$ cat src/rtl/div_pkg.sv
package div_pkg;

  typedef enum logic [1:0] {
    ST_IDLE = 2'd0,
    ST_RUN  = 2'd1,
    ST_FIN  = 2'd2
  } div_state_e;

endpackage

$ cat src/rtl/div_step.sv
// One restoring step: bring the next dividend bit into the partial
// remainder, try the subtraction, keep or restore, emit a quotient bit.
module div_step #(
  parameter int W = 32
) (
  input  logic [W-1:0] part_rem,
  input  logic         next_bit,
  input  logic [W-1:0] divisor,
  output logic [W-1:0] new_rem,
  output logic         q_bit
);

  logic [W:0] shifted;
  logic [W:0] trial;
  logic       negative;

  always_comb begin
    shifted  = {part_rem, next_bit};
    trial    = shifted - {1'b0, divisor};
    negative = trial[W];
    q_bit    = ~negative;
    new_rem  = negative ? shifted[W-1:0] : trial[W-1:0];
  end

endmodule

$ cat src/rtl/div_ctrl.sv
module div_ctrl
  import div_pkg::*;
#(
  parameter int ITERS = 32
) (
  input  logic clk,
  input  logic rst_n,
  input  logic start,
  output logic load_en,
  output logic iter_en,
  output logic fin_en,
  output logic busy,
  output logic done
);

  localparam int CW = (ITERS > 1) ? $clog2(ITERS) : 1;
  localparam logic [CW-1:0] LAST = CW'(ITERS - 1);

  div_state_e    state_q, state_d;
  logic [CW-1:0] count_q, count_d;
  logic          count_en;
  logic          done_q;

  assign load_en  = (state_q == ST_IDLE) && start;
  assign iter_en  = (state_q == ST_RUN);
  assign fin_en   = (state_q == ST_FIN);
  assign busy     = (state_q != ST_IDLE);
  assign done     = done_q;
  assign count_en = load_en || iter_en;

  always_comb begin
    state_d = state_q;
    count_d = count_q;
    case (state_q)
      ST_IDLE: begin
        if (start) begin
          state_d = ST_RUN;
          count_d = '0;
        end
      end
      ST_RUN: begin
        count_d = count_q + 1'b1;
        if (count_q == LAST) state_d = ST_FIN;
      end
      ST_FIN:  state_d = ST_IDLE;
      default: state_d = ST_IDLE;
    endcase
  end

  always_ff @(posedge clk or negedge rst_n) begin
    if (!rst_n) begin
      state_q <= ST_IDLE;
      done_q  <= 1'b0;
    end else begin
      state_q <= state_d;
      done_q  <= fin_en;
    end
  end

  always_ff @(posedge clk or negedge rst_n) begin
    if (!rst_n)        count_q <= '0;
    else if (count_en) count_q <= count_d;
  end

  assert_busy_on_start_R2: assert property (@(posedge clk) disable iff (!rst_n)
    (start && !busy) |=> busy);

  assert_start_ignored_R7: assert property (@(posedge clk) disable iff (!rst_n)
    (iter_en && start) |=> (busy && (count_q == $past(count_q) + 1'b1 || fin_en)));

  assert_done_single_R5: assert property (@(posedge clk) disable iff (!rst_n)
    done |=> !done);

  assert_done_after_busy_R5: assert property (@(posedge clk) disable iff (!rst_n)
    done |-> (!busy || load_en == 1'b0) && $past(busy));

  assert_back_to_back_R9: assert property (@(posedge clk) disable iff (!rst_n)
    (done && start) |=> busy);

endmodule

$ cat src/rtl/div_regs.sv
module div_regs #(
  parameter int W = 32
) (
  input  logic         clk,
  input  logic         rst_n,
  input  logic         load_en,
  input  logic         iter_en,
  input  logic         fin_en,
  input  logic [W-1:0] dividend,
  input  logic [W-1:0] divisor,
  output logic [W-1:0] hi,
  output logic [W-1:0] lo
);

  localparam int RW = 2 * W;

  logic [RW-1:0] work_q, work_d;
  logic [W-1:0]  dvsr_q;
  logic [W-1:0]  hi_q, lo_q;
  logic [W-1:0]  step_rem;
  logic          step_bit;
  logic          work_en;

  div_step #(.W(W)) u_step (
    .part_rem (work_q[RW-1:W]),
    .next_bit (work_q[W-1]),
    .divisor  (dvsr_q),
    .new_rem  (step_rem),
    .q_bit    (step_bit)
  );

  assign work_en = load_en || iter_en;

  always_comb begin
    if (load_en) work_d = {{W{1'b0}}, dividend};
    else         work_d = {step_rem, work_q[W-2:0], step_bit};
  end

  always_ff @(posedge clk or negedge rst_n) begin
    if (!rst_n)       work_q <= '0;
    else if (work_en) work_q <= work_d;
  end

  always_ff @(posedge clk or negedge rst_n) begin
    if (!rst_n)       dvsr_q <= '0;
    else if (load_en) dvsr_q <= divisor;
  end

  always_ff @(posedge clk or negedge rst_n) begin
    if (!rst_n) begin
      hi_q <= '0;
      lo_q <= '0;
    end else if (fin_en) begin
      hi_q <= work_q[RW-1:W];
      lo_q <= work_q[W-1:0];
    end
  end

  assign hi = hi_q;
  assign lo = lo_q;

  assert_rem_below_dvsr_R4: assert property (@(posedge clk) disable iff (!rst_n)
    (iter_en && dvsr_q != '0) |-> (work_q[RW-1:W] < dvsr_q));

  assert_result_hold_R6: assert property (@(posedge clk) disable iff (!rst_n)
    !fin_en |=> ($stable(hi_q) && $stable(lo_q)));

endmodule

$ cat src/rtl/seq_divider.sv
module seq_divider #(
  parameter int W = 32
) (
  input  logic         clk,
  input  logic         rst_n,
  input  logic         start,
  input  logic [W-1:0] dividend,
  input  logic [W-1:0] divisor,
  output logic         busy,
  output logic         done,
  output logic [W-1:0] hi,
  output logic [W-1:0] lo
);

  localparam int ITERS = W;

  logic rst_meta_q, rst_sync_q;
  logic load_en, iter_en, fin_en;

  always_ff @(posedge clk or negedge rst_n) begin
    if (!rst_n) begin
      rst_meta_q <= 1'b0;
      rst_sync_q <= 1'b0;
    end else begin
      rst_meta_q <= 1'b1;
      rst_sync_q <= rst_meta_q;
    end
  end

  div_ctrl #(.ITERS(ITERS)) u_ctrl (
    .clk     (clk),
    .rst_n   (rst_sync_q),
    .start   (start),
    .load_en (load_en),
    .iter_en (iter_en),
    .fin_en  (fin_en),
    .busy    (busy),
    .done    (done)
  );

  div_regs #(.W(W)) u_regs (
    .clk      (clk),
    .rst_n    (rst_sync_q),
    .load_en  (load_en),
    .iter_en  (iter_en),
    .fin_en   (fin_en),
    .dividend (dividend),
    .divisor  (divisor),
    .hi       (hi),
    .lo       (lo)
  );

  assert_reset_quiet_R1: assert property (@(posedge clk)
    !rst_sync_q |-> (!busy && !done && hi == '0 && lo == '0));

endmodule

$ cat config.mk
export PLATFORM = sky130hd
export DESIGN_NAME = seq_divider
export DESIGN_NICKNAME = d
export VERILOG_FILES = /design/src/rtl/div_pkg.sv /design/src/rtl/div_step.sv /design/src/rtl/div_ctrl.sv /design/src/rtl/div_regs.sv /design/src/rtl/seq_divider.sv
export SDC_FILE = /design/constraint.sdc
export NUM_CORES = 1
export LEC_CHECK = 0
export ABC_AREA = 0
export BUFFER_PORTS_ARGS = -buffer_cell sky130_fd_sc_hd__clkbuf_2
export CAP_MARGIN = 30
export CORE_UTILIZATION = 56
export CTS_BUF_LIST = sky130_fd_sc_hd__clkbuf_4
export CTS_CLUSTER_DIAMETER = 200
export DETAILED_ROUTE_END_ITERATION = 8
export PLACE_DENSITY = 0.9
export SETUP_SLACK_MARGIN = 0.3
export SLEW_MARGIN = 20
export SYNTH_ARGS = -nofsm -noshare
export SYNTH_HDL_FRONTEND = slang
export SYNTH_SLANG_ARGS = --single-unit
$ cat constraint.sdc
create_clock -name clk -period 9.45 [get_ports clk]
set_input_delay 1.89 -clock clk [delete_from_list [all_inputs] [get_ports clk]]
set_output_delay 1.89 -clock clk [all_outputs]
set_load 0.05 [all_outputs]
==> results.cfg, run 1 <==
[outcome]
status = finished, violations left
failed_checks = DRC

[logic_synthesis]
yosysTopAreaCellShare_pct = 50.0
syn_area_um2 = 8510
synth_nets = 927
async_flop_share_pct = 100
syn_area_per_cell_um2 = 10.3
synth_top_cell_by_area = dfrtp_1
ys_top_cells_by_area = dfrtp_1 (50%), mux2_2 (8.2%), nand2_1 (5.5%)
yosysMostFrequentCell = dfrtp_1
synth_seq_cells = 170
synthCells = 825
ys_seq_area_share_pct = 50.0
synth_flop_cell = dfrtp_1
synth.top_cells.by_count = dfrtp_1 (170), nand2_1 (125), o21ai_0 (76), mux2_2 (62), clkbuf_1 (43)
synth_cell_types = 56
synth_edf_count = 0
yosys_warnings = 0

[timing]
fin_crit_sh_pct = 43.6
hold_viol = 0
max_freq_ghz = 0.243
rsz0062_at_grt = false
tns_ns = 0
skew_ns = 0.0248
finalMaxSlewViolations = 0
finalSetupViolCount = 0
relSlewSlack_pct = 36.7
tightest_slew_ns = 0.950
timing.final.crit_period_ns = 4.12

[die]
row_count = 44
start_util_pct = 57.9
die_y_um = 125
dieArea_um2 = 15700
core_um2 = 14700
ioPinCount = 133
die_w_um = 125

[finish]
nNetsFinal = 1039
syn_to_final_growth_pct = 14.0
layout-drive-gt1-share_pct = 25.7
antennaDiodeCount = 0

[clock_tree]
root_buffer = clkbuf_4
cts_hold_buf = 0
clock_path_buffers = 2
post_cts_resized = 0
cts_tree = built
clk_latency_ns = 0.58
clk_pin_slew_worst_paths_ns = 0.14
cts-buffers-inserted = 17
cts_setup_buffers = 0
h-tree-depth = 4
clock_sinks = 170

[detailed_routing]
num_vias = 6580
drtPass1Iterations = 8
drt-initial-drc-count = 359
wire_per_inst_um = 16.1
drc = 10
drt-vias-per-instance = 5.80
postRouteWirelength_um = 18200
antenna_left = 0

[setup_path]
timing.rr.start = u_regs.work_q[31]
critical_path.cell_chain = inv_1, ha_1, inv_1, fa_1, a21o_1, nand4_1, a21boi_1, or3_4, a21oi_4, o211ai_1, a221o_1, xor2_4, buf_4, mux2i_1, o21ai_1
cp-end-kind = register
critical-path-max-stage-delay_ns = 0.58
crit_start = u_regs.work_q[31]
worst_ep_required_time_ns = 9.88
critPathMaxFanout = 19
critPathKind = register to register
crit_top_cell = inv_1
critPathSlowestCell = xor2_4
worstPathArrival_ns = 4.55
startpoint_type = register

[pwr]
power_density_nw_per_um2 = 406
p_leak_nw = 4.87
finalPower_mw = 3.94
ir_worst_vdd_mv = 0.193

[global_routing]
grt_pass1_wl_um = 30500
grt_max_degree = 101
gr-total-overflow = 0
grt_busiest_layer = met2
antenna_found_initial = 0
grtUsageMet3_pct = 6.80
grtUsageMet1_pct = 31.5
use_met2_pct = 39.6
grt_pass1_vias = 6488
track_usage_pct = 24.3

[place]
gp_congestion = 0.922
portBuffers = 132
dp_hpwl_um = 12600

[job]
drv_cap = 0

[min_path]
hp-class = register to asynchronous set/reset pin
-- flip-flops by register name (all words and copies together), names as in the netlist --
name,count
u_regs.work_q,64
u_regs.hi,32
u_ctrl.state_q,2
rst_meta_q,1
u_regs.lo,32
u_regs.dvsr_q,32
u_ctrl.done,1
rst_sync_q,1
u_ctrl.count_q,5
-- layer usage --
metal  share of wire, %  wire length, um
met4                1.3              245
met2                 48             8800
met5                  0                0
met1                 43             7890
met3                7.0             1280
-- stage by stage --
stage               setup WS [ns]  cells  hold slack (ns)  util, %  cell area, um^2
floorplan                    4.36    825            0.331        -             8510
global placement             5.47   1099            0.223     63.1             9270
detailed placement           5.37   1100            0.223     63.3             9300
CTS                          5.34   1132            0.230     65.6             9650
global route                 5.08   1134            0.251     66.0             9700
finish                       5.33   1134            0.226     66.0             9700
-- critical path: cells and delay by family, from the launching register on --
kind	cells	cell delay, ns
buffers and inverters	3	0.61
AND/OR/NAND/NOR	2	0.45
adder cells (fa/ha/maj)	2	0.58
XOR/XNOR	1	0.58
multiplexers	1	0.25
AO/OA/AOI/OAI	6	1.11
flip-flops	1	0.39
-- cells by family (layout without fill, tap and decap cells) --
| kind of cell | after synthesis | in the layout | share of synthesized area [%] |
|---|---|---|---|
| xor gates and xnor gates | 28 | 28 | 2.97 |
| adders and majority gates | 35 | 35 | 5.23 |
| muxes | 91 | 91 | 11.6 |
| AOI/OAI and AO/OA | 200 | 200 | 14.9 |
| other | 1 | 1 | 0.0441 |
| and+or+nand+nor | 213 | 213 | 11.2 |
| DFF | 170 | 170 | 50.0 |
| buffers and inverters | 87 | 212 | 4.10 |
-- power breakdown --
part           switching [mW]  internal [mW]  leakage (nW)
Combinational            1.31          0.955          2.53
Clock                   0.260          0.238         0.181
Sequential              0.181          0.988          2.16
Total                    1.75           2.18          4.87
-- placed cells by master (no fill, tap or decap), types with 7 or more instances in the layout --
cell,instances
o21ai_0,76
a21o_1,14
and3_1,7
a21oi_1,28
clkbuf_2,132
inv_1,40
o21ai_1,7
nand3_1,37
clkbuf_4,17
ha_1,34
xnor2_1,14
dfrtp_1,169
xor2_1,13
a22oi_1,32
nand2_1,124
mux2_2,62
mux2i_1,29
nor2_1,11
-- final timing paths --
kind                       cells past startpoint                end  slack (ns)
setup / recovery                              15  u_regs.work_q[50]        5.33
max in group asynchronous                      2      u_regs.hi[31]        7.74
min in group clk                               0         rst_sync_q        0.37
hold / removal                                 0      u_regs.lo[23]        0.23
setup reg to reg                              15  u_regs.work_q[50]        5.33
hold reg to reg                                0      u_regs.lo[23]        0.23
-- area by class of cell --
class / count / area (um^2)
inverter: 40 / 150
multi-input combinational: 568 / 3940
clock buffer: 17 / 128
clock inverter: 15 / 220
tap: 184 / 230
timing repair buffer: 140 / 773
sequential: 170 / 4260
fill: 1133 / 5000
(Power assumes the default switching activity.)
==> run 2: changes to the inputs <==
--- a/config.mk
+++ b/config.mk
@@ -5,10 +5,10 @@
 export SDC_FILE = /design/constraint.sdc
 export NUM_CORES = 1
 export LEC_CHECK = 0
-export ABC_AREA = 0
+export ABC_AREA = 1
 export BUFFER_PORTS_ARGS = -buffer_cell sky130_fd_sc_hd__clkbuf_2
 export CAP_MARGIN = 30
-export CORE_UTILIZATION = 56
+export CORE_UTILIZATION = 54
 export CTS_BUF_LIST = sky130_fd_sc_hd__clkbuf_4
 export CTS_CLUSTER_DIAMETER = 200
 export DETAILED_ROUTE_END_ITERATION = 8
==> constraint.sdc (replaced) <==
create_clock -name clk -period 3.7 [get_ports clk]
set_input_delay 0.74 -clock clk [delete_from_list [all_inputs] [get_ports clk]]
set_output_delay 0.74 -clock clk [all_outputs]
set_load 0.05 [all_outputs]
==> results.cfg, run 2 <==
[outcome]
status = complete, no violations

[logic_synthesis]
yosysMostFrequentCell = nand2_1
yosysTopAreaCellShare_pct = 45.8
synth_seq_cells = 170
synth_nets = 1337
synth.top_cells.by_count = nand2_1 (466), inv_1 (188), dfrtp_1 (170), o21ai_0 (95), nand3_1 (60)
synth_edf_count = 0
ys_seq_area_share_pct = 45.8
syn_area_um2 = 9290
synthCells = 1235
synth_flop_cell = dfrtp_1
async_flop_share_pct = 100
synth_cell_types = 37
syn_area_per_cell_um2 = 7.52
synth_top_cell_by_area = dfrtp_1
ys_top_cells_by_area = dfrtp_1 (46%), nand2_1 (19%), inv_1 (7.6%)
yosys_warnings = 0

[clock_tree]
clock_sinks = 170
clock_path_buffers = 2
cts-buffers-inserted = 17
clk_latency_ns = 0.61
cts_setup_buffers = 0
root_buffer = clkbuf_4
h-tree-depth = 4
cts_tree = built
clk_pin_slew_worst_paths_ns = 0.18

[finish]
num-fill-cells = 1475
final_cell_mix = nand2_1 (466), inv_1 (186), dfrtp_1 (169), clkbuf_2 (132), o21ai_0 (95)
top_register = u_regs.work_q
ff_latch_area_um2 = 4260
layout-drive-gt1-share_pct = 15.5
final_common_cell = nand2_1
largest_register_ffs = 64
multi_input_area_um2 = 4120
nNetsFinal = 1458
syn_to_final_growth_pct = 13.0

[detailed_routing]
drt-initial-drc-count = 508
wl_met3_um = 1280
dr.max_layer_used = met4
met1_length_um = 9890
postRouteWirelength_um = 22400
wire_per_inst_um = 14.1
drtPass1Iterations = 6
num_vias = 8288
antenna_left = 0
drc = 0
drt-vias-per-instance = 5.21
wl_met2_um = 10800

[global_routing]
track_usage_pct = 26.4
grt_pass1_wl_um = 37500
grt_max_degree = 96
grt_pass1_vias = 7856
antenna_found_initial = 1
gr-total-overflow = 0

[setup_path]
startpoint_type = register
cp_top_family = simple AND/OR/NAND/NOR gates
critPathKind = register to register
critical-path-max-stage-delay_ns = 0.40
worst_ep_required_time_ns = 4.24
critPathMaxFanout = 32
cp-end-kind = register
crit_top_cell = nand2_1
worstPathBufferInverterCount = 2
worstPathArrival_ns = 3.25
critical_path.cell_chain = inv_1, ha_1, inv_1, fa_1, nand2_1, nand2_1, nand3_2, nand2_2, nand2_1, nand2_2, nand2_2, nand3_1, nand2_4, nand2_2, nand2_1, nand2_1, nand2_1
critPathSlowestCell = dfrtp_1

[die]
start_util_pct = 55.6
ioPinCount = 133
dieArea_um2 = 17700
die_w_um = 133
row_count = 47
core_um2 = 16700
die_y_um = 133

[job]
drv_cap = 0

[timing]
relSlewSlack_pct = 42.2
hold_viol = 0
skew_ns = 0.0319
finalMaxSlewViolations = 0
rsz0062_at_grt = false
max_freq_ghz = 0.369
timing.final.crit_period_ns = 2.71
fin_crit_sh_pct = 73.3
finalSetupViolCount = 0
tns_ns = 0
tightest_slew_ns = 0.867

[place]
dp_hpwl_um = 16400
portBuffers = 132
gp_congestion = 0.940

[min_path]
hp-class = register to asynchronous set/reset pin
run 2: cell count changes in the layout (fill, tap and decap cells not counted), sizes merged, moves of 28 or more:
cell | previous run | this run
o221ai | 0 | 31
mux2i | 29 | 0
nor2 | 12 | 46
nand3 | 37 | 65
inv | 44 | 197
mux2 | 62 | 0
nand2 | 125 | 484
a22oi | 32 | 0
run 2: stage by stage:
stage	std cells	cell area, um^2	worst slack [ns]	util (%)	hold slack (ns)
floorplan	1235	9290	0.890	-	0.331
global route	1590	10500	0.734	62.9	0.253
CTS	1588	10500	0.978	62.7	0.286
global placement	1555	10100	1.17	60.6	0.335
detailed placement	1555	10100	1.02	60.6	0.345
finish	1590	10500	0.989	62.9	0.230
run 2: cells by family (layout without fill, tap and decap cells):
group                    after synthesis  count (layout)  share of synthesized area (%)
AO/OA/AOI/OAI                        160             160                           10.3
adder cells (fa/ha/maj)               35              35                           4.79
XOR/XNOR                              16              16                           1.51
AND/OR/NAND/NOR                      620             620                           27.7
buffers and inverters                233             367                           9.86
flip-flops                           170             170                           45.8
other                                  1               2                         0.0404
run 2: worst paths after layout:
path                            slack, ns              start  cells past startpoint                end
worst max-delay path                 0.99  u_regs.work_q[31]                     17  u_regs.work_q[61]
worst min-delay path                 0.23         rst_sync_q                      0   u_regs.dvsr_q[4]
worst max register to register       0.99  u_regs.work_q[31]                     17  u_regs.work_q[61]
worst min register to register       0.23         rst_sync_q                      0   u_regs.dvsr_q[4]
max in group asynchronous            2.54         rst_sync_q                      2       u_regs.lo[6]
min in group clk                     0.33       dividend[11]                      3  u_regs.work_q[11]
run 2: layer usage:
metal | vias to the layer above | GRT usage, %
met5 | - | 0
met4 | 0 | 8.84
met3 | 34 | 4.19
met2 | 273 | 44.4
met1 | 3870 | 35.0
li1 | 4111 | -
run 2: cell type report:
type | instances | share of cell area, %
Antenna cell | 1 | 0.0238
Clock buffer | 17 | 1.22
Clock inverter | 15 | 2.12
Inverter | 193 | 6.91
Multi-Input combinational cell | 832 | 39.2
Sequential cell | 170 | 40.5
Tap cell | 220 | 2.62
Timing Repair Buffer | 142 | 7.34
run 2: repair_timing:
action                    in CTS  in global routing
resized for setup              0                  0
hold buffers                   1                  0
hold endpoints to repair       2                  0
Power of run 2 is left out: the tool's default activity adds up to more than one toggle a clock period on the data nets, which glitch-free logic cannot reach.
